`src/rtl/csel_pkg.sv`:
```
package csel_pkg;
    localparam int SLICE_W   = 8;
    localparam int SLICE_CNT = 4;
    localparam int WORD_W    = SLICE_W * SLICE_CNT;

    typedef logic [SLICE_W-1:0] slice_t;

    // Both speculative results of one upper slice.
    typedef struct packed {
        slice_t sum0;
        slice_t sum1;
        logic   co0;
        logic   co1;
    } cand_pair_t;

    function automatic logic bit_sum(input logic x, input logic y, input logic c);
        return x ^ y ^ c;
    endfunction

    function automatic logic bit_carry(input logic x, input logic y, input logic c);
        return (x & y) | (c & (x ^ y));
    endfunction
endpackage

```
`src/rtl/csel_ripple.sv`:
```
module csel_ripple #(
    parameter int W = 8
) (
    input  logic [W-1:0] a,
    input  logic [W-1:0] b,
    input  logic         ci,
    output logic [W-1:0] s,
    output logic         co
);
    logic [W:0] chain;

    assign chain[0] = ci;

    for (genvar i = 0; i < W; i++) begin : g_bit
        assign s[i]       = csel_pkg::bit_sum(a[i], b[i], chain[i]);
        assign chain[i+1] = csel_pkg::bit_carry(a[i], b[i], chain[i]);
    end

    assign co = chain[W];
endmodule

```
`src/rtl/csel_dual_slice.sv`:
```
module csel_dual_slice
    import csel_pkg::*;
(
    input  slice_t     a,
    input  slice_t     b,
    output cand_pair_t pair
);
    slice_t s_lo, s_hi;
    logic   c_lo, c_hi;

    csel_ripple #(.W(SLICE_W)) u_assume0 (
        .a(a), .b(b), .ci(1'b0), .s(s_lo), .co(c_lo)
    );

    csel_ripple #(.W(SLICE_W)) u_assume1 (
        .a(a), .b(b), .ci(1'b1), .s(s_hi), .co(c_hi)
    );

    assign pair = '{sum0: s_lo, sum1: s_hi, co0: c_lo, co1: c_hi};
endmodule

```
`src/rtl/csel_select_tree.sv`:
```
module csel_select_tree
    import csel_pkg::*;
(
    input  cand_pair_t [SLICE_CNT-1:1]   cands,
    input  logic                         base_carry,
    output logic [WORD_W-1:SLICE_W]      upper_sum,
    output logic                         carry_out
);
    // For slice k the candidate pair is indexed by the carry entering slice k.
    // Each step down through slice j re-indexes it by the carry entering slice j,
    // using slice j's two conditional carry-outs as mux selects.
    for (genvar k = 1; k < SLICE_CNT; k++) begin : g_slice
        slice_t picked;

        always_comb begin
            slice_t v0, v1, n0, n1;
            v0 = cands[k].sum0;
            v1 = cands[k].sum1;
            for (int j = k - 1; j >= 1; j--) begin
                n0 = cands[j].co0 ? v1 : v0;
                n1 = cands[j].co1 ? v1 : v0;
                v0 = n0;
                v1 = n1;
            end
            picked = base_carry ? v1 : v0;
        end

        assign upper_sum[k*SLICE_W +: SLICE_W] = picked;
    end

    // The carry-out goes through the same tree as the top slice's sum.
    always_comb begin
        logic w0, w1, m0, m1;
        w0 = cands[SLICE_CNT-1].co0;
        w1 = cands[SLICE_CNT-1].co1;
        for (int j = SLICE_CNT - 2; j >= 1; j--) begin
            m0 = cands[j].co0 ? w1 : w0;
            m1 = cands[j].co1 ? w1 : w0;
            w0 = m0;
            w1 = m1;
        end
        carry_out = base_carry ? w1 : w0;
    end
endmodule

```
`src/rtl/csel_adder.sv`:
```
module csel_adder
    import csel_pkg::*;
(
    input  logic [WORD_W-1:0] op_a,
    input  logic [WORD_W-1:0] op_b,
    input  logic              carry_in,
    output logic [WORD_W-1:0] sum_out,
    output logic              carry_out
);
    cand_pair_t [SLICE_CNT-1:1] cands;
    logic                       low_carry;
    slice_t                     low_sum;

    csel_ripple #(.W(SLICE_W)) u_low (
        .a  (op_a[SLICE_W-1:0]),
        .b  (op_b[SLICE_W-1:0]),
        .ci (carry_in),
        .s  (low_sum),
        .co (low_carry)
    );

    for (genvar k = 1; k < SLICE_CNT; k++) begin : g_upper
        csel_dual_slice u_dual (
            .a    (op_a[k*SLICE_W +: SLICE_W]),
            .b    (op_b[k*SLICE_W +: SLICE_W]),
            .pair (cands[k])
        );
    end

    csel_select_tree u_tree (
        .cands      (cands),
        .base_carry (low_carry),
        .upper_sum  (sum_out[WORD_W-1:SLICE_W]),
        .carry_out  (carry_out)
    );

    assign sum_out[SLICE_W-1:0] = low_sum;
endmodule

```
`config.mk`:
```
export PLATFORM = sky130hd
export DESIGN_NAME = csel_adder
export DESIGN_NICKNAME = d
export VERILOG_FILES = /design/src/rtl/csel_pkg.sv /design/src/rtl/csel_ripple.sv /design/src/rtl/csel_dual_slice.sv /design/src/rtl/csel_select_tree.sv /design/src/rtl/csel_adder.sv
export SDC_FILE = /design/constraint.sdc
export NUM_CORES = 1
export LEC_CHECK = 0
export BUFFER_PORTS_ARGS = -buffer_cell sky130_fd_sc_hd__buf_2
export CAP_MARGIN = 20
export CORE_ASPECT_RATIO = 0.9
export CORE_MARGIN = 3
export CORE_UTILIZATION = 40
export DETAILED_ROUTE_END_ITERATION = 8
export PLACE_DENSITY_LB_ADDON = 0.2
export SLEW_MARGIN = 20
export SYNTH_ARGS = -nofsm -noshare
export SYNTH_HDL_FRONTEND = slang
export SYNTH_HIERARCHICAL = 1
export SYNTH_SLANG_ARGS = --single-unit
```
`constraint.sdc`:
```
create_clock -name vclk -period 16.8
set_input_delay 3.36 -clock vclk [all_inputs]
set_output_delay 3.36 -clock vclk [all_outputs]
set_load 0.01 [all_outputs]
```
==> results.txt, run 1 <==
Outcome -> completed
Worst hold-check path type -> input pin to output pin
Post-synth top cells -> inv_1, fa_1, mux2_2
Cell area after layout -> 2300 um^2
Die Area -> 5310 um^2
Via density -> 4.11
Via Count -> 1303
Clk_buf instances -> 0
Post-Route Setup TNS -> 0 ns
Ports -> 98
Top cell type's share of synthesized area -> 62.7%
Synth warnings -> 6
CP dominant cell by count -> fa_1
DR pass1 iterations -> 4
Worst Setup Start Kind -> input pin
Hold buffer count at CTS -> 0
Cell accounting for the most synthesized area -> fa_1
Die width -> 76.5 um
Crit-path max cell delay -> 0.48 ns
Peak supply drop -> 20.9 uV
Core ar. -> 4180 um^2
Fin. max-slew vios -> 0
Register Area -> 0 um^2
Port Buffer Count -> 98
Hold Vio Cnt, Final -> 0
Tcrit/Tclk final -> 67.1%
Row cnt -> 22
Fin crit period -> 11.27 ns
PD cells -> 42.0 nW/um^2
F_max -> 88.7 MHz
Post-CTS resize count -> 0
Die Y-Extent -> 69.5 um
Share of layout cells above drive strength 1 -> 48.6%
Max Cap Viol -> 0
CP arrival -> 7.91 ns
Wire per inst -> 10.2 um
GR Overflow Total -> 0
WS Path Type -> input pin to output pin
Global-route wire length before repair -> 5.89 mm
RSZ-0062 raised after global routing -> no
Setup violators final -> 0
Crit-path max FO -> 9
Gpl congestion -> 0.708
Seq_cells -> 0
WP buf/inv -> 6
Routed WL -> 3.23 mm
Net count after synthesis -> 287
GRT Total Usage -> 13.1%
Critical Path End Type -> output pin
Ant diodes -> 0
Crit-path slowest cell -> mux2i_4
Post-route ant nets -> 0
Most common cell in the netlist -> inv_1
Vias in the first global route -> 1398
Fin nets -> 380
Fin util -> 54.9%
Critical Path RT -> 13.44 ns
Leakage Power -> 0.00130 uW
Syn avg cell area -> 10.8 um^2
Initial antenna violation count -> 0
Initial core utilization -> 42.8%
Largest net degree at the start of global routing -> 10
Setup bufs post-CTS -> 0
Gate Count Post-Synth -> 166
DR iter-0 viols -> 24
Synth top area cells -> fa_1, mux2_2, inv_1
Layout area overhead -> 28.5%
Seq/Total Area, Yosys -> 0%
Placed inst area -> 2300 um^2
Critical Path, Cell by Cell -> buf_2 -> fa_1 -> inv_1 -> fa_1 -> inv_1 -> fa_1 -> fa_1 -> fa_1 -> fa_1 -> fa_1 -> inv_1 -> fa_1 -> inv_1 -> mux2i_4 -> mux2i_4 -> mux2_2 -> buf_2
DR DRC count -> 0
Largest delay contributor family on the critical path -> adder cells
Post-DP HPWL -> 3.18 mm
Yosys cell types -> 7
Netlist Area Pre-Place -> 1790 um^2
final cells by class:
type / instances / area (um^2)
fillers: 412 / 1890
inverters: 70 / 263
multi-input cells: 89 / 1470
well taps: 60 / 75.1
repair buffers: 98 / 490
stage by stage:
step | setup slack, ns | hold slack [ns] | cells | power (uW)
after floorplan | 6.04 | 6.91 | 166 | 62.5
after global placement | 5.54 | 7.07 | 317 | 97.8
after detailed placement | 5.45 | 7.07 | 317 | 98.9
after CTS | 5.43 | 7.07 | 317 | 99.7
after global routing | 5.23 | 7.09 | 317 | 111
final | 5.53 | 7.07 | 317 | 96.5
where the power goes:
group / internal [uW] / total (uW) / switching [uW]
clock: 0 / 0 / 0
combinational: 48.2 / 96.5 / 48.2
sequential: 0 / 0 / 0
total: 48.2 / 96.5 / 48.2
placed cells by master, fill, tap and decap left out:
cell type  instances
inv_1             70
buf_2             98
conb_1             6
mux2i_4            2
fa_1              56
mux2_2            25
worst paths after layout:
| kind | start | end | slack, ns | cells after the start |
|---|---|---|---|---|
| worst min-delay path | carry_in | sum_out[0] | 7.07 | 3 |
| worst max-delay path | op_a[0] | sum_out[26] | 5.53 | 17 |
cells by family (layout without fill, tap and decap cells):
family,Yosys count,in the layout,synth area share [%]
adder cells (fa/ha/maj),56,56,62.7
other,6,6,1.26
multiplexers,27,27,18.3
buffers and inverters,77,168,17.8
layer usage:
metal	global-route usage, %	share of wire [%]
met5	0	0
met3	1.82	7.6
met4	0	0
met1	16.4	37
met2	25.3	56
No activity file was read; power rests on OpenSTA's default activity.
==> run 2: changes to the inputs <==
==> constraint.sdc (replaced) <==
create_clock -name vclk -period 10.11
set_input_delay 2.022 -clock vclk [all_inputs]
set_output_delay 2.022 -clock vclk [all_outputs]
set_load 0.01 [all_outputs]
==> results.txt, run 2 (synthesized netlist as in run 1, its figures left out) <==
Fin crit period -> 8.57 ns
WS Path Type -> input pin to output pin (unchanged)
Worst Setup Start Kind -> input pin (unchanged)
Die Area -> 5310 um^2 (unchanged)
Post-Route Setup TNS -> 0 ns (unchanged)
Clk_buf instances -> 0 (unchanged)
Post-DP HPWL -> 3.14 mm (was 3.18 mm)
Peak supply drop -> 37.3 uV (was 20.9 uV)
Setup bufs post-CTS -> 0 (unchanged)
Die width -> 76.5 um (unchanged)
Vias in the first global route -> 1371 (was 1398)
Global-route wire length before repair -> 5.65 mm (was 5.89 mm)
Tcrit/Tclk final -> 84.8%
RSZ-0062 raised after global routing -> no (unchanged)
Cell area after layout -> 2300 um^2 (unchanged)
Via Count -> 1300 (was 1303)
Via density -> 4.10 (was 4.11)
Layout area overhead -> 28.5% (unchanged)
Fin nets -> 380 (unchanged)
Max Cap Viol -> 0 (unchanged)
Ant diodes -> 0 (unchanged)
Seq_cells -> 0 (unchanged)
Initial core utilization -> 42.8% (unchanged)
GR Overflow Total -> 0 (unchanged)
Commonest non-fill, non-tap cell in the layout -> buf_2 (unchanged)
Wire per inst -> 10.0 um (was 10.2 um)
F_max -> 117 MHz
Post-Place Worst Slack -> 1.49 ns (was 5.45 ns)
Initial antenna violation count -> 0 (unchanged)
Tot Pwr -> 159 uW (was 96.5 uW)
Critical Path End Type -> output pin (unchanged)
Post-CTS resize count -> 0 (unchanged)
Core ar. -> 4180 um^2 (unchanged)
Outcome -> completed (unchanged)
Critical Path RT -> 8.09 ns (was 13.44 ns)
Crit-path max FO -> 9 (unchanged)
Worst hold-check path type -> input pin to output pin (unchanged)
Most frequent cells in the layout -> buf_2, inv_1, fa_1 (unchanged)
Port Buffer Count -> 98 (unchanged)
Gpl congestion -> 0.708 (about the same)
Largest net degree at the start of global routing -> 10 (unchanged)
Setup violators final -> 0 (unchanged)
Register Area -> 0 um^2 (unchanged)
PD cells -> 69.4 nW/um^2 (was 42.0 nW/um^2)
Leakage Power -> 0.00130 uW (unchanged)
Routed WL -> 3.18 mm (was 3.23 mm)
Share of layout cells above drive strength 1 -> 48.6% (unchanged)
Row cnt -> 22 (unchanged)
Ports -> 98 (unchanged)
DR iter-0 viols -> 12 (was 24)
GRT Total Usage -> 12.3% (was 13.1%)
DR DRC count -> 0 (unchanged)
Hold Vio Cnt, Final -> 0 (unchanged)
Post-route ant nets -> 0 (unchanged)
Setup ws final -> 1.54 ns (was 5.53 ns)
Fin. max-slew vios -> 0 (unchanged)
CP arrival -> 6.55 ns (was 7.91 ns)
Placed inst area -> 2300 um^2 (unchanged)
Hold buffer count at CTS -> 0 (unchanged)
Die Y-Extent -> 69.5 um (unchanged)
DR pass1 iterations -> 2 (was 4)
run 2: critical path, cell delays in order:
cell	delay (ns)
buf_2	0.11
fa_1	0.40
inv_1	0.07
fa_1	0.15
inv_1	0.04
fa_1	0.37
fa_1	0.38
fa_1	0.39
fa_1	0.38
fa_1	0.36
inv_1	0.07
fa_1	0.15
inv_1	0.20
mux2i_4	0.44
mux2i_4	0.47
mux2_2	0.38
buf_2	0.14
run 2: power by group:
part | switching, uW | leakage (uW) | internal [uW]
Sequential | 0 | 0 | 0
Combinational | 79.6 | 0.00130 | 79.9
Clock | 0 | 0 | 0
run 2: final cells by class:
class / count / area, um^2
fillers: 424 / 1890
multi-input cells: 89 / 1470
repair buffers: 98 / 490
well taps: 60 / 75.1
inverters: 70 / 263
run 2: path summary, 6_finish.rpt:
| kind | startpoint | endpoint | cells after the start |
|---|---|---|---|
| setup / recovery | op_a[0] | sum_out[24] | 17 |
| hold / removal | carry_in | sum_out[0] | 3 |
run 2: layer usage:
| metal | up-vias | global-route usage, % | part of all wire [%] |
|---|---|---|---|
| met5 | - | 0 | 0 |
| met4 | 0 | 0 | 0 |
| met3 | 0 | 2.08 | 8.2 |
| met2 | 49 | 22.6 | 53 |
| met1 | 633 | 16.1 | 39 |
| li1 | 618 | - | - |
run 2: metrics by stage:
step / hold slack, ns / utilization [%] / cells
floorplan: 4.23 / - / 166
global placement: 4.39 / 54.9 / 317
detailed placement: 4.39 / 54.9 / 317
CTS: 4.40 / 54.9 / 317
global route: 4.42 / 54.9 / 317
finish: 4.39 / 54.9 / 317
==> run 3: changes to the inputs <==
==> constraint.sdc (replaced) <==
create_clock -name vclk -period 8.2
set_input_delay 1.64 -clock vclk [all_inputs]
set_output_delay 1.64 -clock vclk [all_outputs]
set_load 0.01 [all_outputs]
==> results.txt, run 3 (synthesized netlist as in run 1, its figures left out) <==
Port Buffer Count -> 98 (unchanged)
Final non-filler cell total -> 318 (was 317)
RSZ-0062 raised after global routing -> no (unchanged)
F_max -> 132 MHz
Critical Path RT -> 6.56 ns (was 8.09 ns)
DR pass1 iterations -> 4 (was 2)
Fin nets -> 381 (was 380)
Sw Ratio -> 49.7% (was 49.9%)
Clock power frac -> 0% (about the same)
Die Area -> 5310 um^2 (unchanged)
Initial antenna violation count -> 0 (unchanged)
Crit-path max cell delay -> 0.43 ns (was 0.47 ns)
Clk_buf instances -> 0 (unchanged)
CP arrival -> 5.95 ns (was 6.55 ns)
Int Pwr -> 99.3 uW (was 79.9 uW)
Core ar. -> 4180 um^2 (unchanged)
Tcrit/Tclk final -> 92.5%
Via Count -> 1316 (was 1300)
Row cnt -> 22 (unchanged)
Wire per inst -> 9.78 um (was 10.0 um)
Ant diodes -> 0 (unchanged)
GRT Total Usage -> 12.3% (about the same)
GR Overflow Total -> 0 (unchanged)
Routed WL -> 3.11 mm (was 3.18 mm)
DR DRC count -> 0 (unchanged)
Outcome -> completed (unchanged)
Min Hold Slack -> 3.63 ns (was 4.39 ns)
Layout area overhead -> 28.9% (was 28.5%)
Setup bufs post-CTS -> 0 (unchanged)
Seq pwr share -> 0% (about the same)
DR iter-0 viols -> 6 (was 12)
Seq_cells -> 0 (unchanged)
Hold buffer count at CTS -> 0 (unchanged)
Via density -> 4.14 (was 4.10)
Crit-path max FO -> 9 (unchanged)
Die width -> 76.5 um (unchanged)
Largest net degree at the start of global routing -> 10 (unchanged)
Most frequent cells in the layout -> buf_2, inv_1, fa_1 (unchanged)
Worst hold-check path type -> input pin to output pin (unchanged)
WP buf/inv -> 6 (unchanged)
Gpl congestion -> 0.693 (was 0.708)
Fin. max-slew vios -> 0 (unchanged)
Crit-path slowest cell -> mux2i_4 (unchanged)
PD cells -> 85.7 nW/um^2 (was 69.4 nW/um^2)
Critical Path, Cell by Cell -> buf_2 -> fa_1 -> inv_1 -> fa_1 -> inv_1 -> fa_1 -> fa_1 -> fa_1 -> fa_1 -> fa_1 -> inv_1 -> fa_1 -> inv_1 -> mux2i_4 -> mux2i_4 -> mux2_2 -> buf_2 (unchanged)
Inst Count DP -> 318 (was 317)
Share of layout cells above drive strength 1 -> 48.8% (was 48.6%)
Critical Path End Type -> output pin (unchanged)
Ports -> 98 (unchanged)
Setup violators final -> 0 (unchanged)
Max Cap Viol -> 0 (unchanged)
Initial core utilization -> 42.8% (unchanged)
Psw -> 98.2 uW (was 79.6 uW)
Post-DP HPWL -> 3.14 mm (about the same)
Vias in the first global route -> 1356 (was 1371)
Fin crit period -> 7.59 ns
Largest delay contributor family on the critical path -> adder cells (unchanged)
Worst Setup Start Kind -> input pin (unchanged)
Global-route wire length before repair -> 5.65 mm (unchanged)
Post-CTS resize count -> 0 (unchanged)
Number of fill cells -> 400 (was 424)
Die Y-Extent -> 69.5 um (unchanged)
Commonest non-fill, non-tap cell in the layout -> buf_2 (unchanged)
CP dominant cell by count -> fa_1 (unchanged)
Post-route ant nets -> 0 (unchanged)
Hold Vio Cnt, Final -> 0 (unchanged)
Comb pwr share -> 100.0% (about the same)
WS Path Type -> input pin to output pin (unchanged)
Leakage Power -> 0.00130 uW (about the same)
Register Area -> 0 um^2 (unchanged)
Post-Route Setup TNS -> 0 ns (unchanged)
Peak supply drop -> 45.9 uV (was 37.3 uV)
## run 3: changes by cell type in the layout (fill, tap and decap cells not counted), sizes merged
| cell | before | now |
|---|---|---|
| buf | 98 | 99 |
## run 3: routing by layer
| metal | GRT usage [%] | up-vias | share of wire (%) |
|---|---|---|---|
| li1 | - | 622 | - |
| met3 | 1.95 | 0 | 8.7 |
| met5 | 0 | - | 0 |
| met1 | 17.3 | 643 | 38 |
| met2 | 21.6 | 51 | 53 |
| met4 | 0 | 0 | 0 |
## run 3: path summary, 6_finish.rpt
kind,depth (start not counted),to,start
setup / recovery,17,sum_out[24],op_a[0]
hold / removal,3,sum_out[0],carry_in
## run 3: stage by stage
step	worst slack [ns]	utilization [%]	instance area [um^2]	power, uW
finish	0.613	55.1	2310	198
global route	0.379	55.1	2310	228
CTS	0.552	55.1	2310	204
detailed placement	0.563	55.1	2310	203
global placement	0.613	55.1	2310	201
floorplan	0.880	-	1790	128
## run 3: cell type report
| cell class | instances | area [um^2] | area share, % |
|---|---|---|---|
| multi-input cells | 89 | 1470 | 63.8 |
| repair buffers | 99 | 498 | 21.6 |
| inverters | 70 | 263 | 11.4 |
| well taps | 60 | 75.1 | 3.26 |
## run 3: tightest hold or removal path: stages
cell and delay, ns:
buf_2 0.08, fa_1 0.14, buf_2 0.12
## run 3: power by group through the flow
stage,Sequential (uW),Combinational (uW),Clock [uW]
after CTS,0,204,0
after global routing,0,228,0
after floorplan,0,128,0
final,0,198,0
after global placement,0,201,0
after detailed placement,0,203,0
